### config.mk
export PLATFORM = sky130hd
export DESIGN_NAME = late_merge
export DESIGN_NICKNAME = d
export VERILOG_FILES = /design/src/rtl/late_merge_pkg.sv /design/src/rtl/late_merge_pending.sv /design/src/rtl/late_merge_accum.sv /design/src/rtl/late_merge_park.sv /design/src/rtl/late_merge.sv
export SDC_FILE = /design/constraint.sdc
export NUM_CORES = 1
export LEC_CHECK = 0
export BUFFER_PORTS_ARGS = -buffer_cell sky130_fd_sc_hd__buf_2
export CAP_MARGIN = 40
export CELL_PAD_IN_SITES_DETAIL_PLACEMENT = 1
export CELL_PAD_IN_SITES_GLOBAL_PLACEMENT = 1
export CORE_MARGIN = 1
export CORE_UTILIZATION = 45
export CTS_CLUSTER_DIAMETER = 120
export DETAILED_ROUTE_END_ITERATION = 6
export HOLD_SLACK_MARGIN = 0.03
export PLACE_DENSITY_LB_ADDON = 0.1
export SETUP_SLACK_MARGIN = 0.4
export SKIP_LAST_GASP = 1
export SLEW_MARGIN = 20
export SYNTH_ARGS = -nofsm -noshare
export SYNTH_HDL_FRONTEND = slang
export SYNTH_HIERARCHICAL = 1
export SYNTH_SLANG_ARGS = --single-unit
### constraint.sdc
create_clock -name clk -period 3.1 [get_ports clk]
set_input_delay 0.31 -clock clk [delete_from_list [all_inputs] [get_ports clk]]
set_output_delay 0.31 -clock clk [all_outputs]
set_load 0.01 [all_outputs]
### src/rtl/late_merge_pkg.sv
`timescale 1ns/1ps
package late_merge_pkg;
    localparam int SUB_W_DEF  = 3;
    localparam int MASK_W_DEF = 16;

    typedef enum logic {
        KIND_STORE = 1'b0,
        KIND_DMA   = 1'b1
    } merge_kind_e;
endpackage

### src/rtl/late_merge_pending.sv
`timescale 1ns/1ps
// In-order record of commands still waiting for their data beats.
module late_merge_pending #(
    parameter int IDX_W = 6,
    parameter int DEPTH = 8
) (
    input  logic             clk,
    input  logic             rst_n,
    input  logic             push,
    input  logic [IDX_W-1:0] push_idx,
    input  logic             push_keep,
    input  logic             push_kind,
    input  logic             pop,
    output logic [IDX_W-1:0] head_idx,
    output logic             head_keep,
    output logic             head_kind,
    output logic             not_empty,
    output logic [$clog2(DEPTH):0] count
);
    localparam int PTR_W = $clog2(DEPTH);
    localparam int ENT_W = IDX_W + 2;

    typedef struct packed {
        logic [PTR_W-1:0] rd;
        logic [PTR_W-1:0] wr;
        logic [PTR_W:0]   cnt;
    } ptr_t;

    ptr_t             st_d, st_q;
    logic [ENT_W-1:0] mem_d [DEPTH];
    logic [ENT_W-1:0] mem_q [DEPTH];
    logic             do_push, do_pop;

    assign do_pop  = pop && (st_q.cnt != '0);
    assign do_push = push && (st_q.cnt != (PTR_W+1)'(DEPTH));

    always_comb begin
        st_d  = st_q;
        mem_d = mem_q;
        if (do_push) begin
            mem_d[st_q.wr] = {push_kind, push_keep, push_idx};
            st_d.wr        = st_q.wr + 1'b1;
        end
        if (do_pop) begin
            st_d.rd = st_q.rd + 1'b1;
        end
        st_d.cnt = st_q.cnt + (PTR_W+1)'(do_push) - (PTR_W+1)'(do_pop);
    end

    always_ff @(posedge clk) begin
        if (!rst_n) begin
            st_q <= '0;
            for (int i = 0; i < DEPTH; i++) mem_q[i] <= '0;
        end else begin
            st_q  <= st_d;
            mem_q <= mem_d;
        end
    end

    assign {head_kind, head_keep, head_idx} = mem_q[st_q.rd];
    assign not_empty = (st_q.cnt != '0);
    assign count     = st_q.cnt;
endmodule

### src/rtl/late_merge_accum.sv
`timescale 1ns/1ps
// Folds the valid beats of one command into its late-field summary.
module late_merge_accum
    import late_merge_pkg::*;
#(
    parameter int SUB_W  = SUB_W_DEF,
    parameter int MASK_W = MASK_W_DEF
) (
    input  logic                    clk,
    input  logic                    rst_n,
    input  logic                    beat_ok,
    input  logic                    beat_eow,
    input  logic [SUB_W-1:0]        beat_sub,
    input  logic [MASK_W-1:0]       beat_mask,
    input  merge_kind_e             kind,
    output logic [(1<<SUB_W)-1:0]   field,
    output logic                    idle
);
    localparam int FIELD_W = 1 << SUB_W;
    localparam int LEN_W   = FIELD_W - SUB_W;
    localparam logic [LEN_W-1:0] LEN_MAX = '1;

    typedef struct packed {
        logic [FIELD_W-1:0] mask;
        logic [LEN_W-1:0]   len;
        logic [SUB_W-1:0]   sub;
        logic               idle;
    } acc_t;

    localparam acc_t ACC_EMPTY = '{mask: '0, len: '0, sub: '0, idle: 1'b1};

    acc_t               st_d, st_q;
    logic [FIELD_W-1:0] mask_m;
    logic [LEN_W-1:0]   len_m;
    logic [SUB_W-1:0]   sub_m;

    always_comb begin
        mask_m = st_q.mask;
        len_m  = st_q.len;
        sub_m  = st_q.sub;
        if (beat_ok) begin
            if (beat_mask != '0) mask_m = st_q.mask | (FIELD_W'(1) << beat_sub);
            if (st_q.len != LEN_MAX) len_m = st_q.len + 1'b1;
            if (st_q.idle) sub_m = beat_sub;
        end

        field = (kind == KIND_DMA) ? {sub_m, len_m} : mask_m;

        st_d = st_q;
        if (beat_ok) begin
            if (beat_eow) begin
                st_d = ACC_EMPTY;
            end else begin
                st_d.mask = mask_m;
                st_d.len  = len_m;
                st_d.sub  = sub_m;
                st_d.idle = 1'b0;
            end
        end
    end

    always_ff @(posedge clk) begin
        if (!rst_n) st_q <= ACC_EMPTY;
        else        st_q <= st_d;
    end

    assign idle = st_q.idle;
endmodule

### src/rtl/late_merge_park.sv
`timescale 1ns/1ps
// Shallow parking queue for finished patches; overwrites the oldest when full.
module late_merge_park #(
    parameter int ENT_W = 14,
    parameter int DEPTH = 4
) (
    input  logic             clk,
    input  logic             rst_n,
    input  logic             push,
    input  logic [ENT_W-1:0] push_ent,
    input  logic             pop,
    output logic [ENT_W-1:0] head_ent,
    output logic [$clog2(DEPTH):0] count
);
    localparam int PTR_W = $clog2(DEPTH);
    localparam logic [PTR_W:0] FULL = (PTR_W+1)'(DEPTH);

    typedef struct packed {
        logic [PTR_W-1:0] rd;
        logic [PTR_W-1:0] wr;
        logic [PTR_W:0]   cnt;
    } ptr_t;

    ptr_t             st_d, st_q;
    logic [ENT_W-1:0] mem_d [DEPTH];
    logic [ENT_W-1:0] mem_q [DEPTH];
    logic             do_pop, overwrite;

    assign do_pop    = pop && (st_q.cnt != '0);
    assign overwrite = push && !do_pop && (st_q.cnt == FULL);

    always_comb begin
        st_d  = st_q;
        mem_d = mem_q;
        if (push) begin
            mem_d[st_q.wr] = push_ent;
            st_d.wr        = st_q.wr + 1'b1;
        end
        if (do_pop || overwrite) begin
            st_d.rd = st_q.rd + 1'b1;
        end
        if (!overwrite) begin
            st_d.cnt = st_q.cnt + (PTR_W+1)'(push) - (PTR_W+1)'(do_pop);
        end
    end

    always_ff @(posedge clk) begin
        if (!rst_n) begin
            st_q <= '0;
            for (int i = 0; i < DEPTH; i++) mem_q[i] <= '0;
        end else begin
            st_q  <= st_d;
            mem_q <= mem_d;
        end
    end

    assign head_ent = mem_q[st_q.rd];
    assign count    = st_q.cnt;
endmodule

### src/rtl/late_merge.sv
`timescale 1ns/1ps
module late_merge
    import late_merge_pkg::*;
#(
    parameter int IDX_W  = 6,
    parameter int QDEPTH = 8,
    parameter int FDEPTH = 4,
    parameter int SUB_W  = SUB_W_DEF,
    parameter int MASK_W = MASK_W_DEF
) (
    input  logic                  clk,
    input  logic                  rst_n,
    input  logic                  cmd_push,
    input  logic [IDX_W-1:0]      cmd_idx,
    input  logic                  cmd_keep,
    input  logic                  cmd_kind,
    input  logic                  beat_valid,
    input  logic                  beat_eow,
    input  logic [SUB_W-1:0]      beat_sub,
    input  logic [MASK_W-1:0]     beat_mask,
    input  logic                  buf_busy,
    output logic                  patch_valid,
    output logic [IDX_W-1:0]      patch_idx,
    output logic [(1<<SUB_W)-1:0] patch_field
);
    localparam int FIELD_W = 1 << SUB_W;
    localparam int ENT_W   = IDX_W + FIELD_W;

    logic [IDX_W-1:0]        head_idx;
    logic                    head_keep, head_kind, pend_any;
    logic [$clog2(QDEPTH):0] pend_cnt;
    logic [$clog2(FDEPTH):0] park_cnt;
    logic [FIELD_W-1:0]      merged;
    logic [ENT_W-1:0]        park_head, new_ent;
    logic                    acc_idle, beat_ok, beat_done, new_patch;
    logic                    park_pop, bypass, park_push;

    assign beat_ok   = beat_valid && pend_any;
    assign beat_done = beat_ok && beat_eow;
    assign new_patch = beat_done && head_keep;

    late_merge_pending #(.IDX_W(IDX_W), .DEPTH(QDEPTH)) u_pend (
        .clk(clk), .rst_n(rst_n),
        .push(cmd_push), .push_idx(cmd_idx), .push_keep(cmd_keep), .push_kind(cmd_kind),
        .pop(beat_done),
        .head_idx(head_idx), .head_keep(head_keep), .head_kind(head_kind),
        .not_empty(pend_any), .count(pend_cnt)
    );

    late_merge_accum #(.SUB_W(SUB_W), .MASK_W(MASK_W)) u_acc (
        .clk(clk), .rst_n(rst_n),
        .beat_ok(beat_ok), .beat_eow(beat_eow), .beat_sub(beat_sub), .beat_mask(beat_mask),
        .kind(merge_kind_e'(head_kind)), .field(merged), .idle(acc_idle)
    );

    assign new_ent   = {head_idx, merged};
    assign park_pop  = !buf_busy && (park_cnt != '0);
    assign bypass    = !buf_busy && (park_cnt == '0) && new_patch;
    assign park_push = new_patch && !bypass;

    late_merge_park #(.ENT_W(ENT_W), .DEPTH(FDEPTH)) u_park (
        .clk(clk), .rst_n(rst_n),
        .push(park_push), .push_ent(new_ent), .pop(park_pop),
        .head_ent(park_head), .count(park_cnt)
    );

    assign patch_valid = park_pop || bypass;
    assign {patch_idx, patch_field} = park_pop ? park_head : new_ent;
endmodule


==> flow_summary.json, run 1 <==
{
  "setup_viol": 0,
  "cap_violations": 0,
  "skew_ps": 10.93,
  "worstHoldStart": "beat_eow",
  "cts_tree": "yes",
  "clockBufferDepth": 2,
  "antenna_cells": 0,
  "synth_area_mm2": 0.007702,
  "die_y_um": 132.8,
  "whs_path_depth": 3,
  "cellInternalPower_uw": 4053,
  "hold_path_class": "primary input to register",
  "maxSlewViolCount": 0,
  "htreeDepth": 4,
  "reg2reg_slack_ps": 230,
  "crit_type": "register to output pin",
  "period_minus_slack_ps": 3050,
  "root_buffer": "clkbuf_16",
  "slew_headroom": 0.5206,
  "drc": 0,
  "fin_area_mm2": 0.009569,
  "cp.arrival_ps": 2740,
  "rr_worst_depth": 12,
  "pwr_density_cell_mw_per_mm2": 603.1,
  "row_count": 47,
  "final_util": 0.5750,
  "wirelength_um": 23340,
  "total_leakage_power_uw": 0.003641,
  "setup.worst_path.start_class": "register",
  "finalHoldViolCount": 0,
  "fillers": 1813,
  "synth.avg_cell_area_um2": 9.701,
  "avgViaCountPerCell": 5.713,
  "critPathMaxFanout": 5,
  "fmax_ghz": 0.3278,
  "synth_fp_nets": 844,
  "firstDrtPassIters": 4,
  "cts_hold_buf": 0,
  "ant_nets": 0,
  "worst_slack_ps": 49.64,
  "p_sw_frac": 0.2978,
  "power_uw": 5772,
  "grt_pass1_wl_um": 34960,
  "num_vias": 6313,
  "r2r_start": "u_pend/st_q[7]$_SDFFE_PN0P_",
  "hold_end": "u_acc/st_q[5]$_SDFFE_PN0P_",
  "io_buffers": 47,
  "multi_input_area_mm2": 0.004637,
  "syn_to_final_growth_pct": 24.24,
  "hpwl_um": 14070,
  "pin_count": 48,
  "insertion_delay_ps": 430,
  "end_kind": "output pin",
  "antenna_found_initial": 0,
  "tightest_slew_ps": 719.2,
  "overflow": 0,
  "r2r_end": "u_park/count[2]$_SDFFE_PN0N_",
  "die-area_mm2": 0.01764,
  "fin_crit_sh": 0.9840,
  "nets": 922,
  "synthCells": 794,
  "grt_pass1_vias": 6603,
  "p_switching_uw": 1719,
  "cp.required_ps": 2790,
  "path_clk_slew_ps": 70,
  "seq_area_mm2": 0.003093,
  "vdd_ir_drop_max_v": 0.0004306,
  "numCtsBuffers": 17,
  "gr-usage-all-layers": 0.2567,
  "place.gp.congestion": 0.7503,
  "final_cells": 1105,
  "dpl.cell_count": 1040,
  "clock_sinks": 154,
  "fp.coreArea_mm2": 0.01664,
  "seqPwrFrac": 0.375,
  "die_w_um": 132.8,
  "rsz0062_at_grt": "true",
  "clockPowerShare": 0.371,
  "dp_slack_ps": 61.65,
  "wl_per_cell_um": 21.12,
  "dpl_cell_area_mm2": 0.008300,
  "drive_gt1_frac": 0.2904,
  "dr.first_iter.drc_count": 383,
  "synth_warnings": 6,
  "p_comb_frac": 0.254,
  "start_util": 0.4628,
  "status": "complete, no violations",
  "grt_max_degree": 59
}
-- area by class of cell --
class                   instances  share of cell area
inverters                      18            0.007584
repair buffers                111             0.09257
well taps                     220             0.02877
clock buffers                  20             0.04877
multi-input cells             570              0.4846
clock inverters                12             0.01451
flip-flops and latches        154              0.3232
-- cell usage in the layout (no fill, tap or decap), drive strengths merged, types with 15 or more instances in the layout --
cell type,n
mux4,30
buf,109
dfxtp,154
inv,20
nand2,224
mux2i,85
nor2,19
ha,15
nand2b,23
a21boi,58
clkbuf,22
or4b,16
-- metal layers --
layer,up-vias,global-route usage,wire length (um)
met5,-,0,0
met2,161,0.4395,11480
met4,0,0.08174,487
li1,2909,-,-
met3,38,0.04943,979
met1,3205,0.3244,10390
-- stage by stage --
step	hold slack, ps	TNS, ps
after floorplan	430.5	0
after CTS	236.1	0
final	253.0	0
after detailed placement	444.3	0
after global placement	439.6	0
after global routing	252.7	-109.9
-- power groups by stage --
stage                     logic (uW)  clock network, uW  registers [uW]
after detailed placement        1110                  0            2190
final                           1470               2140            2170
after CTS                       1230               2160            2160
after global routing            1570               2260            2180
after floorplan                  819                  0            2160
after global placement          1060                  0            2180
-- timing repair --
action,in CTS,in global routing
setup buffers,14,14
pin swaps,6,15
gates cloned,1,4
endpoints found under the setup margin,76,67
gates resized for setup,25,90
-- registers in the layout, indices dropped and copies added (netlist names) --
register and count:
u_acc/st_q 16, u_park/st_q 4, u_pend/st_q 6, u_park/mem_q 56, u_pend/mem_q 64, u_park/count 3, u_acc/idle 1, u_pend/count 4
-- critical path: stages, from the launching register on --
cell	delay (ps)
dfxtp_2	340
inv_4	50
ha_4	150
nor3b_4	150
inv_2	80
and2_4	180
buf_4	130
o21ai_4	80
xor2_2	200
mux2i_4	200
or4b_1	470
o211ai_1	100
buf_2	170
-- how the worst max path moves through the flow --
stage / startpoint / endpoint / slack, ps
after floorplan: u_pend/st_q[7]$_SDFFE_PN0P_ / patch_field[0] / 420
final: u_pend/count[2]$_SDFF_PN0_ / patch_field[0] / 50
after global placement: u_pend/count[2]$_SDFF_PN0_ / patch_field[2] / 180
after detailed placement: u_pend/count[2]$_SDFF_PN0_ / patch_field[3] / 60
after global routing: u_pend/count[3]$_SDFF_PN0_ / patch_field[2] / -40
after CTS: u_pend/st_q[7]$_SDFFE_PN0P_ / patch_field[0] / 80
Note: power is estimated with default switching activity, not from simulation.
==> run 2: changes to the inputs <==
ABC_AREA = 1   (was default)
CAP_MARGIN = 20   (was 40)
CORE_UTILIZATION = 44   (was 45)
==> flow_summary.json, run 2 <==
{
  "status": "complete, no violations",
  "maxSlewViolCount": 0,
  "period_minus_slack_ps": 2594,
  "skew_ps": 11.72,
  "seqPwrFrac": 0.352,
  "start_util": 0.4540,
  "power_uw": 6333,
  "crit_type": "register to output pin",
  "synth_area_mm2": 0.007934,
  "p_switching_uw": 2199,
  "ant_nets": 0,
  "cts_tree": "yes",
  "fin_tns_setup_ps": 0,
  "tightest_slew_ps": 998.5,
  "critPathMaxStageDelay_ps": 410,
  "syn_to_final_growth_pct": 14.87,
  "gr-usage-all-layers": 0.2826,
  "critPathMaxFanout": 9,
  "hold_path_class": "primary input to register",
  "synth.avg_cell_area_um2": 6.482,
  "num_vias": 7909,
  "synthCells": 1224,
  "fp.coreArea_mm2": 0.01748,
  "die_y_um": 136.3,
  "io_buffers": 47,
  "die-area_mm2": 0.01857,
  "root_buffer": "clkbuf_16",
  "die_w_um": 136.3,
  "regMostFlops": "u_pend/mem_q",
  "overflow": 0,
  "path_cells": "clkinvlp_4, buf_4, o21ai_0, nand2_1, nand2_1, nand2_1, nand2_1, nand2_1, buf_2",
  "grt_max_degree": 134,
  "firstDrtPassIters": 5,
  "layout_common_cells": "358 x nor2_1, 244 x nand2_1, 153 x dfxtp_1",
  "cap_violations": 0,
  "setup.worst_path.start_class": "register",
  "slew_headroom": 0.3336,
  "antenna_cells": 0,
  "numCtsBuffers": 17,
  "grt_pass1_wl_um": 40400,
  "worst_slack_ps": 505.8,
  "total_leakage_power_uw": 0.004161,
  "fmax_ghz": 0.3855,
  "cp_num_buf_inv": 3,
  "dr.first_iter.drc_count": 425,
  "row_count": 48,
  "fin_crit_sh": 0.8368,
  "rsz0062_at_grt": "false",
  "synth_warnings": 6,
  "p_comb_frac": 0.288,
  "cellInternalPower_uw": 4134,
  "dp_slack_ps": 561.0,
  "antenna_found_initial": 0,
  "hpwl_um": 16380,
  "path_clk_slew_ps": 60,
  "pwr_density_cell_mw_per_mm2": 694.9,
  "cp.arrival_ps": 2280,
  "clockPowerShare": 0.359,
  "crit_slowest_cell": "dfxtp_4",
  "setup_viol": 0,
  "wirelength_um": 25580,
  "cts_hold_buf": 0,
  "grt_pass1_vias": 7822,
  "drive_gt1_frac": 0.1277,
  "insertion_delay_ps": 430,
  "reg_top3": "u_pend/mem_q x64, u_park/mem_q x56, u_acc/st_q x16",
  "drc": 0,
  "avgViaCountPerCell": 5.294,
  "crit_path_frequent_cell": "nand2_1",
  "layout_commonest_cell": "nor2_1",
  "wl_per_cell_um": 17.12,
  "htreeDepth": 4,
  "largest_register_ffs": 64,
  "clockBufferDepth": 2,
  "p_sw_frac": 0.3472,
  "vdd_ir_drop_max_v": 0.0004447,
  "clock_sinks": 154,
  "nets": 1307,
  "synth_fp_nets": 1274,
  "cp.required_ps": 2790,
  "end_kind": "output pin",
  "place.gp.congestion": 0.7972,
  "finalHoldViolCount": 0,
  "path_delay_family": "simple AND/OR/NAND/NOR gates",
  "pin_count": 48
}
## run 2: repair_timing
action	4_1_cts	5_1_grt
cloned	1	0
resized for setup	14	22
pin swaps	2	6
endpoints found under the setup margin	10	12
setup buffers	2	12
## run 2: area by class of cell
cell class | instances | area (um2)
clock inverter | 11 | 168.9
timing repair inverter | 1 | 7.507
inverter | 98 | 381.6
multi-input combinational | 907 | 4217
clock buffer | 20 | 466.7
fill | 2364 | 8363
sequential | 154 | 3087
timing repair buffer | 78 | 504.2
tap | 225 | 281.5
## run 2: path summary, 6_finish.rpt
path / start / depth (start not counted) / slack [ps] / endpoint
setup / recovery: u_pend/st_q[7]$_SDFFE_PN0P_ / 9 / 510 / patch_idx[5]
setup reg to reg: u_pend/st_q[7]$_SDFFE_PN0P_ / 15 / 590 / u_park/mem_q[53]$_SDFFE_PN0P_
hold / removal: cmd_idx[2] / 3 / 130 / u_pend/mem_q[2]$_SDFFE_PN0P_
hold reg to reg: u_acc/st_q[10]$_SDFFE_PN0P_ / 2 / 460 / u_acc/st_q[10]$_SDFFE_PN0P_
## run 2: stage by stage
| step | hold WS, ps | utilization | cell area (um2) | cells |
|---|---|---|---|---|
| after CTS | 123.0 | 0.5120 | 8947 | 1482 |
| final | 134.8 | 0.5215 | 9114 | 1494 |
| after detailed placement | 452.0 | 0.4716 | 8243 | 1448 |
| after global placement | 443.6 | 0.4716 | 8243 | 1448 |
| after global routing | 147.2 | 0.5215 | 9114 | 1494 |
| after floorplan | 423.3 | - | 7934 | 1224 |
## run 2: power groups by stage
stage | registers, uW | clock network [uW] | logic (uW)
final | 2230 | 2280 | 1820
after global routing | 2250 | 2400 | 2030
after CTS | 2230 | 2310 | 1680
after detailed placement | 2270 | 0 | 1570
after global placement | 2260 | 0 | 1530
after floorplan | 2220 | 0 | 1140
## run 2: worst register-to-register path, delay by kind of cell, from the launching register on
family | cells | cell delay, ps
compound gates | 1 | 90
flops | 1 | 380
simple gates | 9 | 1000
buf+inv | 5 | 970
## run 2: per-layer routing
metal  GRT usage  share of wire  vias to the layer above
met3     0.04847          0.036                       41
met2      0.5025           0.51                      136
li1            -              -                     3951
met4      0.1000          0.022                        0
met1      0.3392           0.44                     3781
met5           0              0                        -
==> run 3: changes to the inputs <==
clock period = 2.4 ns   (was 3.1 ns; I/O delays follow)
==> flow_summary.json, run 3 (synthesis results as in run 2) <==
{
  "status": "finished, violations left",
  "violations": "negative setup slack",
  "ant_nets": 0,
  "syn_to_final_growth_pct": 34.06,
  "critPathMaxFanout": 5,
  "hold_path_class": "primary input to register",
  "r2r_start": "u_pend/st_q[7]$_SDFFE_PN0P_",
  "setup.worst_path.start_class": "register",
  "cts_tree": "yes",
  "avgViaCountPerCell": 5.802,
  "overflow": 0,
  "finalHoldViolCount": 0,
  "cp.required_ps": 2160,
  "vdd_ir_drop_max_v": 0.0005479,
  "regMostFlops": "u_pend/mem_q",
  "layout_common_cells": "329 x nor2_1, 202 x nand2_1, 148 x dfxtp_1",
  "place.gp.congestion": 0.8020,
  "period_minus_slack_ps": 2600,
  "firstDrtPassIters": 5,
  "die_y_um": 136.3,
  "root_buffer": "clkbuf_16",
  "crit_type": "register to output pin",
  "pwr_density_cell_mw_per_mm2": 887.2,
  "cp.arrival_ps": 2360,
  "slew_headroom": 0.5163,
  "dr.first_iter.drc_count": 592,
  "hpwl_um": 16490,
  "fmax_ghz": 0.3846,
  "pin_count": 48,
  "reg2reg_slack_ps": -90,
  "largest_register_ffs": 64,
  "gr-usage-all-layers": 0.2886,
  "layout_commonest_cell": "nor2_1",
  "skew_ps": 12.80,
  "setup_viol": 21,
  "end_kind": "output pin",
  "htreeDepth": 4,
  "whs_path_depth": 3,
  "die_w_um": 136.3,
  "total_leakage_power_uw": 0.004760,
  "grt_pass1_wl_um": 41390,
  "clockBufferDepth": 2,
  "worst_slack_ps": -200.2,
  "io_buffers": 47,
  "fin_crit_sh": 1.083,
  "rsz0062_at_grt": "true",
  "fin_area_mm2": 0.01064,
  "hold_slack_ps": 64.47,
  "fin_tns_setup_ps": -1127,
  "dpl.cell_count": 1462,
  "tightest_slew_ps": 725.5,
  "hold_end": "u_pend/mem_q[8]$_SDFFE_PN0P_",
  "row_count": 48,
  "antenna_cells": 0,
  "grt_pass1_vias": 8086,
  "start_util": 0.4540,
  "antenna_found_initial": 0,
  "final_cells": 1559,
  "cts_hold_buf": 0,
  "drc": 0,
  "die-area_mm2": 0.01857,
  "dpl_cell_area_mm2": 0.008504,
  "insertion_delay_ps": 440,
  "grt_max_degree": 133,
  "rr_worst_depth": 17,
  "r2r_end": "u_park/mem_q[40]$_SDFFE_PN0P_",
  "worstHoldStart": "cmd_idx[0]",
  "reg_top3": "u_pend/mem_q x64, u_park/mem_q x56, u_acc/st_q x16",
  "fp.coreArea_mm2": 0.01748,
  "clock_sinks": 154,
  "dp_slack_ps": 65.63,
  "cap_violations": 0,
  "path_clk_slew_ps": 70,
  "maxSlewViolCount": 0,
  "nets": 1371,
  "drive_gt1_frac": 0.2781,
  "wl_per_cell_um": 21.59,
  "wirelength_um": 33660,
  "num_vias": 9046,
  "numCtsBuffers": 17
}
[run 3: cell count changes in the layout (fill, tap and decap cells not counted), moves of 29 or more]
cell | before | now
buf_6 | 1 | 32
nor2_1 | 358 | 329
nand2_1 | 244 | 202
o21ai_0 | 118 | 54
o21ai_2 | 0 | 43
nand2_2 | 13 | 42
[run 3: layer usage]
metal  part of all wire  global-route usage
met1               0.39              0.3467
met2               0.50              0.5161
met3              0.047             0.04139
met4              0.058              0.1080
met5                  0                   0
[run 3: area by class of cell]
cell class                 instances  area, um2
tap                              225      281.5
clock buffer                      19      452.9
timing repair inverter             4      42.54
multi-input combinational        908       4848
inverter                          98      446.7
clock inverter                    13      215.2
sequential                       154       3098
timing repair buffer             138       1251
fill                            2199       6840
[run 3: worst max path at each step]
stage | startpoint | end | slack (ps)
6_report | u_pend/st_q[7]$_SDFFE_PN0P_ | patch_field[1] | -200
5_1_grt | u_pend/st_q[7]$_SDFFE_PN0P_ | patch_field[1] | -310
4_1_cts | u_pend/count[2]$_SDFF_PN0_ | patch_field[1] | 60
3_5_place_dp | u_pend/st_q[7]$_SDFFE_PN0P_ | u_park/count[2]$_SDFFE_PN0N_ | 70
3_3_place_gp | u_pend/count[3]$_SDFF_PN0_ | patch_field[2] | 120
2_1_floorplan | u_park/count[1]$_SDFFE_PN0N_ | u_park/count[2]$_SDFFE_PN0N_ | 360
[run 3: metrics by stage]
stage	utilization	power, uW
floorplan	-	4511
global placement	0.4866	5088
detailed placement	0.4866	5145
CTS	0.5463	8517
global route	0.6086	9807
finish	0.6086	9437
[run 3: timing repair]
item	in CTS	in global routing
gates resized for setup	64	260
setup buffers	21	35
endpoints found under the setup margin	77	97
cloned	3	6
pin swaps	24	79
[run 3: power breakdown]
part,internal [uW],switching (uW)
registers,2740,181
logic,1320,2100
clock network,1910,1190
[run 3: worst max-delay path, cell delays in order (launching register included)]
cell and delay, ps:
dfxtp_4 410, buf_6 130, nor2_1 50, nor2_1 160, o21ai_0 160, nand2_1 100
nand2_1 80, nand2_4 130, buf_6 130, nand3_1 120, nand2_2 160, nand2_1 90
nand2_1 80, buf_2 120
